<file path="config.mk">
export PLATFORM = sky130hd
export DESIGN_NAME = cw_reg_decoder
export DESIGN_NICKNAME = d
export VERILOG_FILES = /design/src/rtl/cwdec_pkg.sv /design/src/rtl/cwdec_framer.sv /design/src/rtl/cwdec_rd_path.sv /design/src/rtl/cw_reg_decoder.sv
export SDC_FILE = /design/constraint.sdc
export NUM_CORES = 1
export LEC_CHECK = 0
export BUFFER_PORTS_ARGS = -buffer_cell sky130_fd_sc_hd__buf_2
export CAP_MARGIN = 15
export CORE_ASPECT_RATIO = 1.1
export CORE_MARGIN = 2
export CORE_UTILIZATION = 59
export DETAILED_ROUTE_END_ITERATION = 6
export GPL_TIMING_DRIVEN = 0
export PLACE_DENSITY = 0.82
export SLEW_MARGIN = 20
export SYNTH_ARGS = -nofsm -noshare
export SYNTH_HDL_FRONTEND = slang
export SYNTH_HIERARCHICAL = 1
export SYNTH_SLANG_ARGS = --single-unit
</file>
<file path="constraint.sdc">
create_clock -name clk -period 5.6 [get_ports clk]
set_input_delay 0.56 -clock clk [delete_from_list [all_inputs] [get_ports clk]]
set_output_delay 0.56 -clock clk [all_outputs]
set_load 0.02 [all_outputs]
</file>
<file path="src/rtl/cwdec_pkg.sv">
package cwdec_pkg;

   typedef enum logic [1:0] {
      CAUSE_NONE = 2'd0,
      CAUSE_LEN  = 2'd1,
      CAUSE_CRC  = 2'd2,
      CAUSE_SECT = 2'd3
   } cause_e;

   typedef enum logic [2:0] {
      PH_IDLE,
      PH_ADDR,
      PH_CTRL,
      PH_DATA,
      PH_RWAIT,
      PH_RADDR,
      PH_SKIP
   } phase_e;

   typedef enum logic [1:0] {
      RS_IDLE,
      RS_FETCH,
      RS_SEND
   } rstate_e;

   typedef struct packed {
      logic        op_rd;
      logic        crc_on;
      logic [1:0]  len;
      logic [3:0]  sect;
      logic [3:0]  page;
      logic [11:0] addr;
   } ctrl_t;

   function automatic logic [7:0] crc8_step(input logic [7:0] c,
                                            input logic [7:0] d,
                                            input logic [7:0] poly);
      logic [7:0] r;
      r = c ^ d;
      for (int i = 0; i < 8; i++) begin
         r = r[7] ? ({r[6:0], 1'b0} ^ poly) : {r[6:0], 1'b0};
      end
      return r;
   endfunction

   function automatic logic [3:0] len_bytes(input logic [1:0] code);
      case (code)
         2'b00:   return 4'd2;
         2'b01:   return 4'd4;
         default: return 4'd8;
      endcase
   endfunction

endpackage

</file>
<file path="src/rtl/cwdec_framer.sv">
module cwdec_framer
   import cwdec_pkg::*;
#(
   parameter logic [6:0]  TARGET_ADDR = 7'h01,
   parameter logic [7:0]  CRC_POLY    = 8'h07,
   parameter logic [7:0]  CRC_SEED    = 8'hFF,
   parameter int unsigned CNT_W       = 4,
   parameter int unsigned DATA_W      = 64
) (
   input  logic              clk,
   input  logic              rst_n,
   input  logic              rx_valid,
   input  logic [7:0]        rx_byte,
   input  logic              bus_start,
   input  logic              bus_rstart,
   input  logic              bus_stop,
   output logic              wr_en,
   output logic [11:0]       addr,
   output logic [DATA_W-1:0] wdata,
   output logic [1:0]        len_code,
   output logic              crc_on,
   output logic              rd_go,
   output logic              rd_ok,
   output logic [7:0]        rd_seed,
   output logic              disc_valid,
   output cause_e            disc_cause
);

   localparam int unsigned NB = DATA_W / 8;
   localparam int unsigned LW = $clog2(NB);

   phase_e                phase_q;
   ctrl_t                 ctrl_q;
   ctrl_t                 ctrl_nx;
   logic [CNT_W-1:0]      cnt_q;
   logic [7:0]            crc_q;
   logic [7:0]            crc_rx_q;
   logic [NB-1:0][7:0]    lane_q;

   logic [7:0]            crc_nx;
   logic [CNT_W-1:0]      cnt_inc;
   logic [CNT_W-1:0]      need;
   logic [CNT_W-1:0]      expect_cnt;
   logic                  sect_bad;

   assign ctrl_nx    = ctrl_t'({ctrl_q[15:0], rx_byte});
   assign crc_nx     = crc8_step(crc_q, rx_byte, CRC_POLY);
   assign cnt_inc    = (&cnt_q) ? cnt_q : cnt_q + 1'b1;
   assign need       = CNT_W'(len_bytes(ctrl_q.len));
   assign expect_cnt = need + CNT_W'(ctrl_q.crc_on);
   assign sect_bad   = (|ctrl_q.sect) | (|ctrl_q.page);

   always_ff @(posedge clk or negedge rst_n) begin
      if (!rst_n) begin
         phase_q    <= PH_IDLE;
         ctrl_q     <= '0;
         cnt_q      <= '0;
         crc_q      <= CRC_SEED;
         crc_rx_q   <= '0;
         lane_q     <= '0;
         wr_en      <= 1'b0;
         rd_go      <= 1'b0;
         rd_ok      <= 1'b0;
         disc_valid <= 1'b0;
         disc_cause <= CAUSE_NONE;
      end else begin
         wr_en      <= 1'b0;
         rd_go      <= 1'b0;
         disc_valid <= 1'b0;
         disc_cause <= CAUSE_NONE;
         if (bus_start || (bus_rstart && phase_q != PH_RWAIT)) begin
            phase_q <= PH_ADDR;
            cnt_q   <= '0;
            crc_q   <= CRC_SEED;
            lane_q  <= '0;
         end else if (bus_rstart) begin
            phase_q <= PH_RADDR;
         end else if (bus_stop) begin
            phase_q <= PH_IDLE;
            if (phase_q == PH_DATA) begin
               if (sect_bad) begin
                  disc_valid <= 1'b1;
                  disc_cause <= CAUSE_SECT;
               end else if (cnt_q != expect_cnt) begin
                  disc_valid <= 1'b1;
                  disc_cause <= CAUSE_LEN;
               end else if (ctrl_q.crc_on && crc_rx_q != crc_q) begin
                  disc_valid <= 1'b1;
                  disc_cause <= CAUSE_CRC;
               end else begin
                  wr_en <= 1'b1;
               end
            end
         end else if (rx_valid) begin
            case (phase_q)
               PH_ADDR: begin
                  if (rx_byte == {TARGET_ADDR, 1'b0}) begin
                     phase_q <= PH_CTRL;
                     crc_q   <= crc_nx;
                  end else begin
                     phase_q <= PH_SKIP;
                  end
               end
               PH_CTRL: begin
                  ctrl_q <= ctrl_nx;
                  crc_q  <= crc_nx;
                  if (cnt_q == CNT_W'(2)) begin
                     cnt_q   <= '0;
                     phase_q <= ctrl_nx.op_rd ? PH_RWAIT : PH_DATA;
                  end else begin
                     cnt_q <= cnt_q + 1'b1;
                  end
               end
               PH_DATA: begin
                  if (cnt_q < need) begin
                     lane_q[cnt_q[LW-1:0]] <= rx_byte;
                     crc_q                 <= crc_nx;
                  end else if (cnt_q == need) begin
                     crc_rx_q <= rx_byte;
                  end
                  cnt_q <= cnt_inc;
               end
               PH_RADDR: begin
                  phase_q <= PH_SKIP;
                  if (rx_byte == {TARGET_ADDR, 1'b1} && ctrl_q.op_rd) begin
                     rd_go <= 1'b1;
                     rd_ok <= ~sect_bad;
                     if (sect_bad) begin
                        disc_valid <= 1'b1;
                        disc_cause <= CAUSE_SECT;
                     end
                  end
               end
               default: ;
            endcase
         end
      end
   end

   for (genvar g = 0; g < NB; g++) begin : g_lane
      assign wdata[8*g +: 8] = lane_q[g];
   end

   assign addr     = ctrl_q.addr;
   assign len_code = ctrl_q.len;
   assign crc_on   = ctrl_q.crc_on;
   assign rd_seed  = crc_q;

endmodule

</file>
<file path="src/rtl/cwdec_rd_path.sv">
module cwdec_rd_path
   import cwdec_pkg::*;
#(
   parameter logic [7:0]  CRC_POLY = 8'h07,
   parameter int unsigned CNT_W    = 4,
   parameter int unsigned DATA_W   = 64
) (
   input  logic              clk,
   input  logic              rst_n,
   input  logic              bus_start,
   input  logic              bus_rstart,
   input  logic              bus_stop,
   input  logic              rd_go,
   input  logic              rd_ok,
   input  logic [7:0]        seed,
   input  logic [1:0]        len_code,
   input  logic              crc_on,
   input  logic              rd_valid,
   input  logic [DATA_W-1:0] rdata,
   input  logic              tx_take,
   output logic              rd_en,
   output logic              hold,
   output logic [7:0]        tx_byte
);

   localparam int unsigned MAXB = 8;
   localparam int unsigned LW   = $clog2(MAXB);

   rstate_e               st_q;
   logic                  bad_q;
   logic                  crc_on_q;
   logic [CNT_W-1:0]      need_q;
   logic [CNT_W-1:0]      idx_q;
   logic [7:0]            seed_q;
   logic [7:0]            crc_q;
   logic [MAXB-1:0][7:0]  lane_q;
   logic [MAXB:0][7:0]    chain;
   logic [7:0]            crc_sel;

   assign chain[0] = seed_q;
   for (genvar g = 0; g < MAXB; g++) begin : g_chain
      assign chain[g+1] = crc8_step(chain[g], rdata[8*g +: 8], CRC_POLY);
   end

   always_comb begin
      case (need_q)
         CNT_W'(2): crc_sel = chain[2];
         CNT_W'(4): crc_sel = chain[4];
         default:   crc_sel = chain[MAXB];
      endcase
   end

   always_ff @(posedge clk or negedge rst_n) begin
      if (!rst_n) begin
         st_q     <= RS_IDLE;
         bad_q    <= 1'b0;
         crc_on_q <= 1'b0;
         need_q   <= '0;
         idx_q    <= '0;
         seed_q   <= '0;
         crc_q    <= '0;
         lane_q   <= '0;
      end else if (bus_start || bus_rstart || bus_stop) begin
         st_q <= RS_IDLE;
      end else begin
         case (st_q)
            RS_IDLE: begin
               if (rd_go) begin
                  st_q     <= rd_ok ? RS_FETCH : RS_SEND;
                  bad_q    <= ~rd_ok;
                  crc_on_q <= crc_on;
                  need_q   <= CNT_W'(len_bytes(len_code));
                  seed_q   <= seed;
                  idx_q    <= '0;
               end
            end
            RS_FETCH: begin
               if (rd_valid) begin
                  for (int b = 0; b < MAXB; b++) lane_q[b] <= rdata[8*b +: 8];
                  crc_q <= crc_sel;
                  st_q  <= RS_SEND;
               end
            end
            RS_SEND: begin
               if (tx_take && !(&idx_q)) idx_q <= idx_q + 1'b1;
            end
            default: st_q <= RS_IDLE;
         endcase
      end
   end

   always_comb begin
      tx_byte = 8'hFF;
      if (st_q == RS_SEND && !bad_q) begin
         if (idx_q < need_q)                 tx_byte = lane_q[idx_q[LW-1:0]];
         else if (idx_q == need_q && crc_on_q) tx_byte = crc_q;
      end
   end

   assign rd_en = rd_go & rd_ok;
   assign hold  = rd_en | (st_q == RS_FETCH);

endmodule

</file>
<file path="src/rtl/cw_reg_decoder.sv">
module cw_reg_decoder
   import cwdec_pkg::*;
#(
   parameter logic [6:0]  TARGET_ADDR = 7'h2A,
   parameter logic [7:0]  CRC_POLY    = 8'h07,
   parameter logic [7:0]  CRC_SEED    = 8'hFF,
   parameter int unsigned CNT_W       = 4,
   parameter int unsigned DATA_W      = 64
) (
   input  logic              clk,
   input  logic              rst_n,
   input  logic              rx_valid,
   input  logic [7:0]        rx_byte,
   input  logic              bus_start,
   input  logic              bus_rstart,
   input  logic              bus_stop,
   input  logic              tx_take,
   output logic [7:0]        tx_byte,
   output logic              stretch,
   output logic              reg_wr_en,
   output logic              reg_rd_en,
   output logic [11:0]       reg_addr,
   output logic [DATA_W-1:0] reg_wdata,
   input  logic              reg_rd_valid,
   input  logic [DATA_W-1:0] reg_rdata,
   output logic              discard_valid,
   output logic [1:0]        discard_cause
);

   if (DATA_W != 64) begin : g_bad_width
      $error("DATA_W must be 64: the longest payload is eight bytes");
   end
   if (CNT_W < 4) begin : g_bad_cnt
      $error("CNT_W must hold a count above nine bytes");
   end

   logic       rd_go;
   logic       rd_ok;
   logic [7:0] rd_seed;
   logic [1:0] len_code;
   logic       crc_on;
   cause_e     cause;

   cwdec_framer #(
      .TARGET_ADDR (TARGET_ADDR),
      .CRC_POLY    (CRC_POLY),
      .CRC_SEED    (CRC_SEED),
      .CNT_W       (CNT_W),
      .DATA_W      (DATA_W)
   ) i_framer (
      .clk        (clk),
      .rst_n      (rst_n),
      .rx_valid   (rx_valid),
      .rx_byte    (rx_byte),
      .bus_start  (bus_start),
      .bus_rstart (bus_rstart),
      .bus_stop   (bus_stop),
      .wr_en      (reg_wr_en),
      .addr       (reg_addr),
      .wdata      (reg_wdata),
      .len_code   (len_code),
      .crc_on     (crc_on),
      .rd_go      (rd_go),
      .rd_ok      (rd_ok),
      .rd_seed    (rd_seed),
      .disc_valid (discard_valid),
      .disc_cause (cause)
   );

   cwdec_rd_path #(
      .CRC_POLY (CRC_POLY),
      .CNT_W    (CNT_W),
      .DATA_W   (DATA_W)
   ) i_rd_path (
      .clk        (clk),
      .rst_n      (rst_n),
      .bus_start  (bus_start),
      .bus_rstart (bus_rstart),
      .bus_stop   (bus_stop),
      .rd_go      (rd_go),
      .rd_ok      (rd_ok),
      .seed       (rd_seed),
      .len_code   (len_code),
      .crc_on     (crc_on),
      .rd_valid   (reg_rd_valid),
      .rdata      (reg_rdata),
      .tx_take    (tx_take),
      .rd_en      (reg_rd_en),
      .hold       (stretch),
      .tx_byte    (tx_byte)
   );

   assign discard_cause = cause;

endmodule

</file>
## Yosys cells after proc, flatten, opt, wreduce, memory -nomap -nowiden

Index checks and enable logic that the tools add are counted.

| word-level totals | value |
|---|---|
| register bits | 209 |
| word-level logic and storage cells | 355 |

| cells by class | value |
|---|---|
| reductions and logical operators | 37 |
| $add $sub $neg | 3 |
| magnitude comparators | 5 |
| eq/ne operators | 28 |
| bitwise operators | 91 |
| mux-type cells | 153 |

Operator list:

| operator | count |
|---|---|
| $mux 64 | 6 |
| $mux 3 | 79 |
| $not 3->3 | 72 |
| $mux 8 | 11 |
| $xor 8x8->8 | 9 |
| $bwmux 64 | 1 |
| $mux 4 | 8 |
| $mux 2 | 15 |
| $bmux 8 s3 | 1 |
| $demux 8 s3 | 1 |
| $mux 1 | 24 |
| $pmux 4 s2 | 3 |
| $pmux 8 s3 | 1 |
| $eq 8x7->1 const B | 2 |
| $pmux 8 s2 | 1 |
| $reduce_and 5->1 | 3 |
| $reduce_and 3->1 | 4 |
| $reduce_and 4->1 | 3 |
| $reduce_and 6->1 | 2 |
| $ne 3x2->1 const B | 3 |
| $pmux 3 s3 | 1 |
| $add 4x1->4 const B | 2 |
| $eq 4x2->1 const B | 2 |
| $eq 4x4->1 | 2 |
| other kinds (31) | 61 |

## Logic depth before layout (Yosys ltp)

| logic depth | value |
|---|---|
| word-level depth | 137 |
| mapped depth | 12 |

## By module

The synthesis kept the hierarchy.

Modules (own cells, without submodules):

| module | seq. area each (µm²) | instances | area an instance (µm²) | cells an instance |
|---|---|---|---|---|
| cwdec_rd_path | 2277.2 | 1 | 6902.9 | 677 |
| cwdec_framer | 2937.8 | 1 | 5350.1 | 424 |

## Worst setup path before layout

Ideal clock, no wire load.

| timing | value |
|---|---|
| kind | input -> register |
| start | in reg_rdata[4] |
| end | reg i_rd_path.crc_q[5] |
| arrival time | 3.888 ns |
| setup time | 0.128 ns |
| slack | 1.584 ns |
| data required time | 5.472 ns |
| cell stages on the path | 11 |
| cell sequence | xnor2_1 xnor3_1 xor2_1 xnor2_2 xnor3_2 xnor3_1 xnor3_1 xor2_2 xnor3_1 xnor2_1 o22ai_1 |

| on the way | value |
|---|---|
| longest elaborated chain between the ends | 47 |
| elaborated cells between the ends (all ways) | 104 |
| those cells by class | 51 x mux; 53 x bitwise |

RTL lines:

| item | RTL line | source |
|---|---|---|
| from (decl) | cw_reg_decoder.sv:25 | `input logic [DATA_W-1:0] reg_rdata,` |
| $xor 8x8->8 (*) | cwdec_pkg.sv:39 | `r = c ^ d;` |
| $mux 3 (*) | cwdec_pkg.sv:41 | `r = r[7] ? ({r[6:0], 1'b0} ^ poly) : {r[6:0], 1'b0};` |
| $not 3->3 (no line) | - |  |
| $mux 3 | cwdec_pkg.sv:41 |  |
| $not 3->3 (no line) or $xor 8x8->8 (tied branches) | - |  |
| $mux 3 | cwdec_pkg.sv:41 |  |
| $xor 8x8->8 (*) | cwdec_pkg.sv:39 |  |
| $mux 3 | cwdec_pkg.sv:41 |  |
| [... 31 more ...] | - |  |
| $mux 3 | cwdec_pkg.sv:41 |  |
| $not 3->3 (no line) or $xor 8x8->8 (tied branches) | - |  |
| $mux 3 | cwdec_pkg.sv:41 |  |
| $xor 8x8->8 or $not 3->3 (tied branches) | - |  |
| $mux 3 | cwdec_pkg.sv:41 |  |
| $not 3->3 (no line) | - |  |
| $mux 3 | cwdec_pkg.sv:41 |  |
| $pmux 8 s2 (*) | cwdec_rd_path.sv:46 | `case (need_q)` |
| to (signal assigned) | cwdec_rd_path.sv:80 | `crc_q <= crc_sel;` |
| to (decl) | cwdec_rd_path.sv:35 | `logic [7:0] crc_q;` |

Mark *: on every way between the ends. The rest lies on a longest branch, timed or not.
A chain may end at the register's enable or synchronous reset.

## Worst setup path in the final report

| timing | value |
|---|---|
| start | reg i_rd_path.seed_q[4] |
| end | reg i_rd_path.crc_q[7] |

| on the way | value |
|---|---|
| longest elaborated chain between the ends | 43 |
| elaborated cells between the ends (all ways) | 100 |
| those cells by class | 49 x mux; 51 x bitwise |

RTL lines:

| item | RTL line | source |
|---|---|---|
| from (decl) | cwdec_rd_path.sv:34 | `logic [7:0] seed_q;` |
| from (signal assigned) | cwdec_rd_path.sv:60 | `seed_q <= '0;` |
| from (signal assigned) | cwdec_rd_path.sv:73 | `seed_q <= seed;` |
| $xor 8x8->8 (*) | cwdec_pkg.sv:39 |  |
| $mux 3 (*) | cwdec_pkg.sv:41 |  |
| $xor 8x8->8 (*) | cwdec_pkg.sv:39 |  |
| $mux 3 | cwdec_pkg.sv:41 |  |
| $not 3->3 (no line) or $xor 8x8->8 (tied branches) | - |  |
| $mux 3 | cwdec_pkg.sv:41 |  |
| $xor 8x8->8 or $not 3->3 (tied branches) | - |  |
| $mux 3 | cwdec_pkg.sv:41 |  |
| [... 27 more ...] | - |  |
| $mux 3 | cwdec_pkg.sv:41 |  |
| $xor 8x8->8 or $not 3->3 (tied branches) | - |  |
| $mux 3 | cwdec_pkg.sv:41 |  |
| $not 3->3 (no line) or $xor 8x8->8 (tied branches) | - |  |
| $mux 3 | cwdec_pkg.sv:41 |  |
| $not 3->3 (no line) or $xor 8x8->8 (tied branches) | - |  |
| $mux 3 | cwdec_pkg.sv:41 |  |
| $pmux 8 s2 (*) | cwdec_rd_path.sv:46 |  |

Marked as above.

==> out/qor.yml <==
worst_setup_path:
  critical_path.cell_chain: "xnor3_1 -> xnor2_1 -> xor3_1 -> xnor2_2 -> xor3_1 -> xnor3_1 -> xor2_1 -> xnor2_2 -> xnor3_1 -> a21oi_1 -> nor2_1"
  reg2reg_to: "i_rd_path/crc_q[7]"
  r2r_start: "i_rd_path/seed_q[4]"
  startpoint_type: "flip-flop"
  reg2reg_depth: 11
  crit_fanout: 5
  end_kind: "flip-flop"
  critPathRequiredTime_ns: 5.98
  r2r_slack_ns: 1.11
  startpoint: "i_rd_path/seed_q[4]"
  crit_top_cell: "xnor3_1"
  crit_slowest_cell: "xor3_1"
  critPathArrivalTime_ns: 4.87
  critPathMaxStageDelay_ns: 0.60
  crit_end: "i_rd_path/crc_q[7]"
  worstSetupPathType: "reg2reg"
timing:
  rsz0062_at_grt: "no"
  final_hold_viol_count: 0
  slew_violations: 0
  finalCritPeriodShare: 0.801
  fmax_mhz: 223
  worst_pin_slew_ns: 0.998
  hold_ws_ns: 0.000681
  setup_viol: 0
  slew_headroom: 0.330
  skew_ns: 0.00813
  fin_crit_ns: 4.49
  setup_tns_ns: 0
floorplanning:
  initial_utilization: 0.597
  die_x_um: 141
  fp.coreArea_um2: 20500
  ios: 170
  fp-row-count: 55
  die_y_um: 155
  die_area_um2: 21900
clock_network:
  htreeDepth: 1
  root_buffer: "clkbuf_16"
  cts_num_sinks: 208
  clockBufferDepth: 3
  insertion_delay_ns: 0.50
  cts_resized: 0
  cts_setup_buffers: 0
  cts_tree: "built"
  path_clk_slew_ns: 0.07
  cts_buffers: 22
  postCtsHoldBufs: 0
power:
  p_leak_nw: 7.28
  p_per_area_nw_per_um2: 763
  vdd_drop_max_mv: 1.80
synthesis:
  yosysWarnings: 6
  synth-edff-count: 0
  ys_ff_latch: 208
  synth_area_leader_cell: "dfrtp_1"
  synthArstFlopShare: 1.00
  synth_common_cells: "nand2_1 (249), dfrtp_1 (200), xnor2_1 (110)"
  synth_flop_cell: "dfrtp_1"
  netlist_area_um2: 12300
  synthesis.nets: 1191
  yosysMostFrequentCell: "nand2_1"
  ys_types: 70
  synth.top_cell.area_share: 0.408
  avgSynthCellArea_um2: 11.1
  synth_area_leaders: "dfrtp_1 (41%), xnor2_1 (7.9%), nand2_1 (7.6%), xnor3_1 (5.5%), a22o_1 (4.6%)"
  yosysSeqAreaShare: 0.426
  syn_inst: 1101
drt:
  wire_per_inst_um: 20.5
  drc: 0
  ant_nets: 0
  num_vias: 9237
  viasPerCell: 5.89
  drtIter0Drc: 785
  dr.pass1.iters: 5
  routed_wl_um: 32200
global_route:
  grt_pass1_wl_um: 50400
  antenna_found_initial: 4
  grt_pass1_vias: 9405
  grt_max_degree: 77
  grt_overflow: 0
  grtUsageTotal: 0.293
cells_and_area:
  area_delta_synth_final_pct: 17.1
  nets: 1385
  drive_gt1_frac: 0.247
  fillers: 1462
  final_cells: 1568
placement:
  numPortBuffers: 168
  dp_cells: 1527
  post-dp-hpwl_um: 23600
  place_congestion: 0.933
flow_run:
  drv_cap: 0
outcome:
  status: "complete, no violations"
hold_path:
  hold_path_class: "in2async"
## layout by cell type (no fill, tap or decap), types with 9 or more instances in the layout
| cell | Yosys | final |
|---|---|---|
| xnor2_2 | 9 | 9 |
| nand2_1 | 249 | 249 |
| xor3_1 | 14 | 14 |
| mux4_2 | 16 | 16 |
| a21oi_1 | 13 | 13 |
| mux2_2 | 25 | 25 |
| xnor2_1 | 110 | 110 |
| xor2_1 | 57 | 57 |
| nor2_1 | 32 | 32 |
| a22o_1 | 64 | 64 |
| dfrtp_1 | 200 | 200 |
| a211oi_1 | 12 | 12 |
| xnor3_1 | 30 | 30 |
| nor3_1 | 20 | 20 |
| nor2b_1 | 15 | 15 |
| o21ai_0 | 21 | 21 |
| clkbuf_16 | 0 | 23 |
| ha_1 | 10 | 10 |
| buf_4 | 14 | 14 |
| buf_2 | 3 | 170 |
| inv_1 | 12 | 12 |
| a31oi_1 | 11 | 11 |
| clkbuf_1 | 38 | 39 |
## kinds of logic after synthesis
| group | count (synthesis) | synth area share |
|---|---|---|
| mux | 51 | 0.0629 |
| buf+inv | 74 | 0.0294 |
| simple gates | 377 | 0.141 |
| fa+ha+maj | 10 | 0.0102 |
| xor+xnor | 233 | 0.239 |
| flops | 208 | 0.426 |
| compound gates | 148 | 0.0927 |
## area by class of cell
type | instances | area (um^2) | share of cell area
clock inverters | 12 | 246 | 0.0172
well taps | 256 | 320 | 0.0223
inverters | 12 | 45.0 | 0.00314
clock buffers | 27 | 621 | 0.0432
multi-input cells | 819 | 6680 | 0.465
repair buffers | 170 | 906 | 0.0631
diodes | 2 | 5.00 | 0.000349
flip-flops and latches | 208 | 5220 | 0.363
plain buffers | 62 | 315 | 0.0220
## sequential cells by signal, summed over array words and instances, names as in the netlist, 2 cells and up
signal and flops:
i_framer/addr 12, i_framer/cnt_q 4, i_framer/crc_rx_q 8, i_framer/ctrl_nx 4, i_framer/ctrl_q 5, i_framer/disc_cause 2
i_framer/len_code 2, i_framer/phase_q 3, i_framer/rd_seed 8, i_framer/wdata 64, i_rd_path/crc_q 8, i_rd_path/idx_q 4
i_rd_path/lane_q 64, i_rd_path/need_q 3, i_rd_path/seed_q 8, i_rd_path/st_q 2
## power by group
group | total (W) | leakage, nW | switching [W] | internal [W]
Sequential | 0.00151 | 2.85 | 0.00000528 | 0.00151
Combinational | 0.00772 | 4.00 | 0.00338 | 0.00434
Clock | 0.00171 | 0.425 | 0.000599 | 0.00111
## worst max-delay path, delay by kind of cell, from the launching register on
kind	cells	cell delay, ns
xor gates and xnor gates	9	3.58
DFF	1	0.46
AOI/OAI and AO/OA	1	0.23
and+or+nand+nor	1	0.08
## per-stage QoR
stage,setup WS (ns),utilization,power [W],cell area [um^2]
floorplan,1.58,-,0.00790,12300
global placement,0.537,0.654,0.00898,13400
detailed placement,0.914,0.657,0.00913,13500
CTS,1.12,0.700,0.0109,14300
global route,1.00,0.700,0.0114,14300
finish,1.11,0.700,0.0109,14400
## metal layers
metal	routed length, um	GRT usage	vias up
met4	1310	0.122	4
met3	2430	0.0474	86
met5	27	0	-
met1	12400	0.370	4536
met2	16000	0.503	422
li1	-	-	4189
## how the worst min path moves through the flow
stage / end / cells past startpoint / slack, ns
CTS: i_rd_path/lane_q[36] / 1 / 0.04
global placement: i_rd_path/lane_q[51] / 2 / 0.45
detailed placement: i_rd_path/lane_q[51] / 2 / 0.46
global route: i_rd_path/lane_q[36] / 1 / 0.05
finish: i_rd_path/lane_q[36] / 1 / 0.0007
floorplan: i_framer/addr[0] / 0 / 0.26
(Power assumes the default switching activity.)
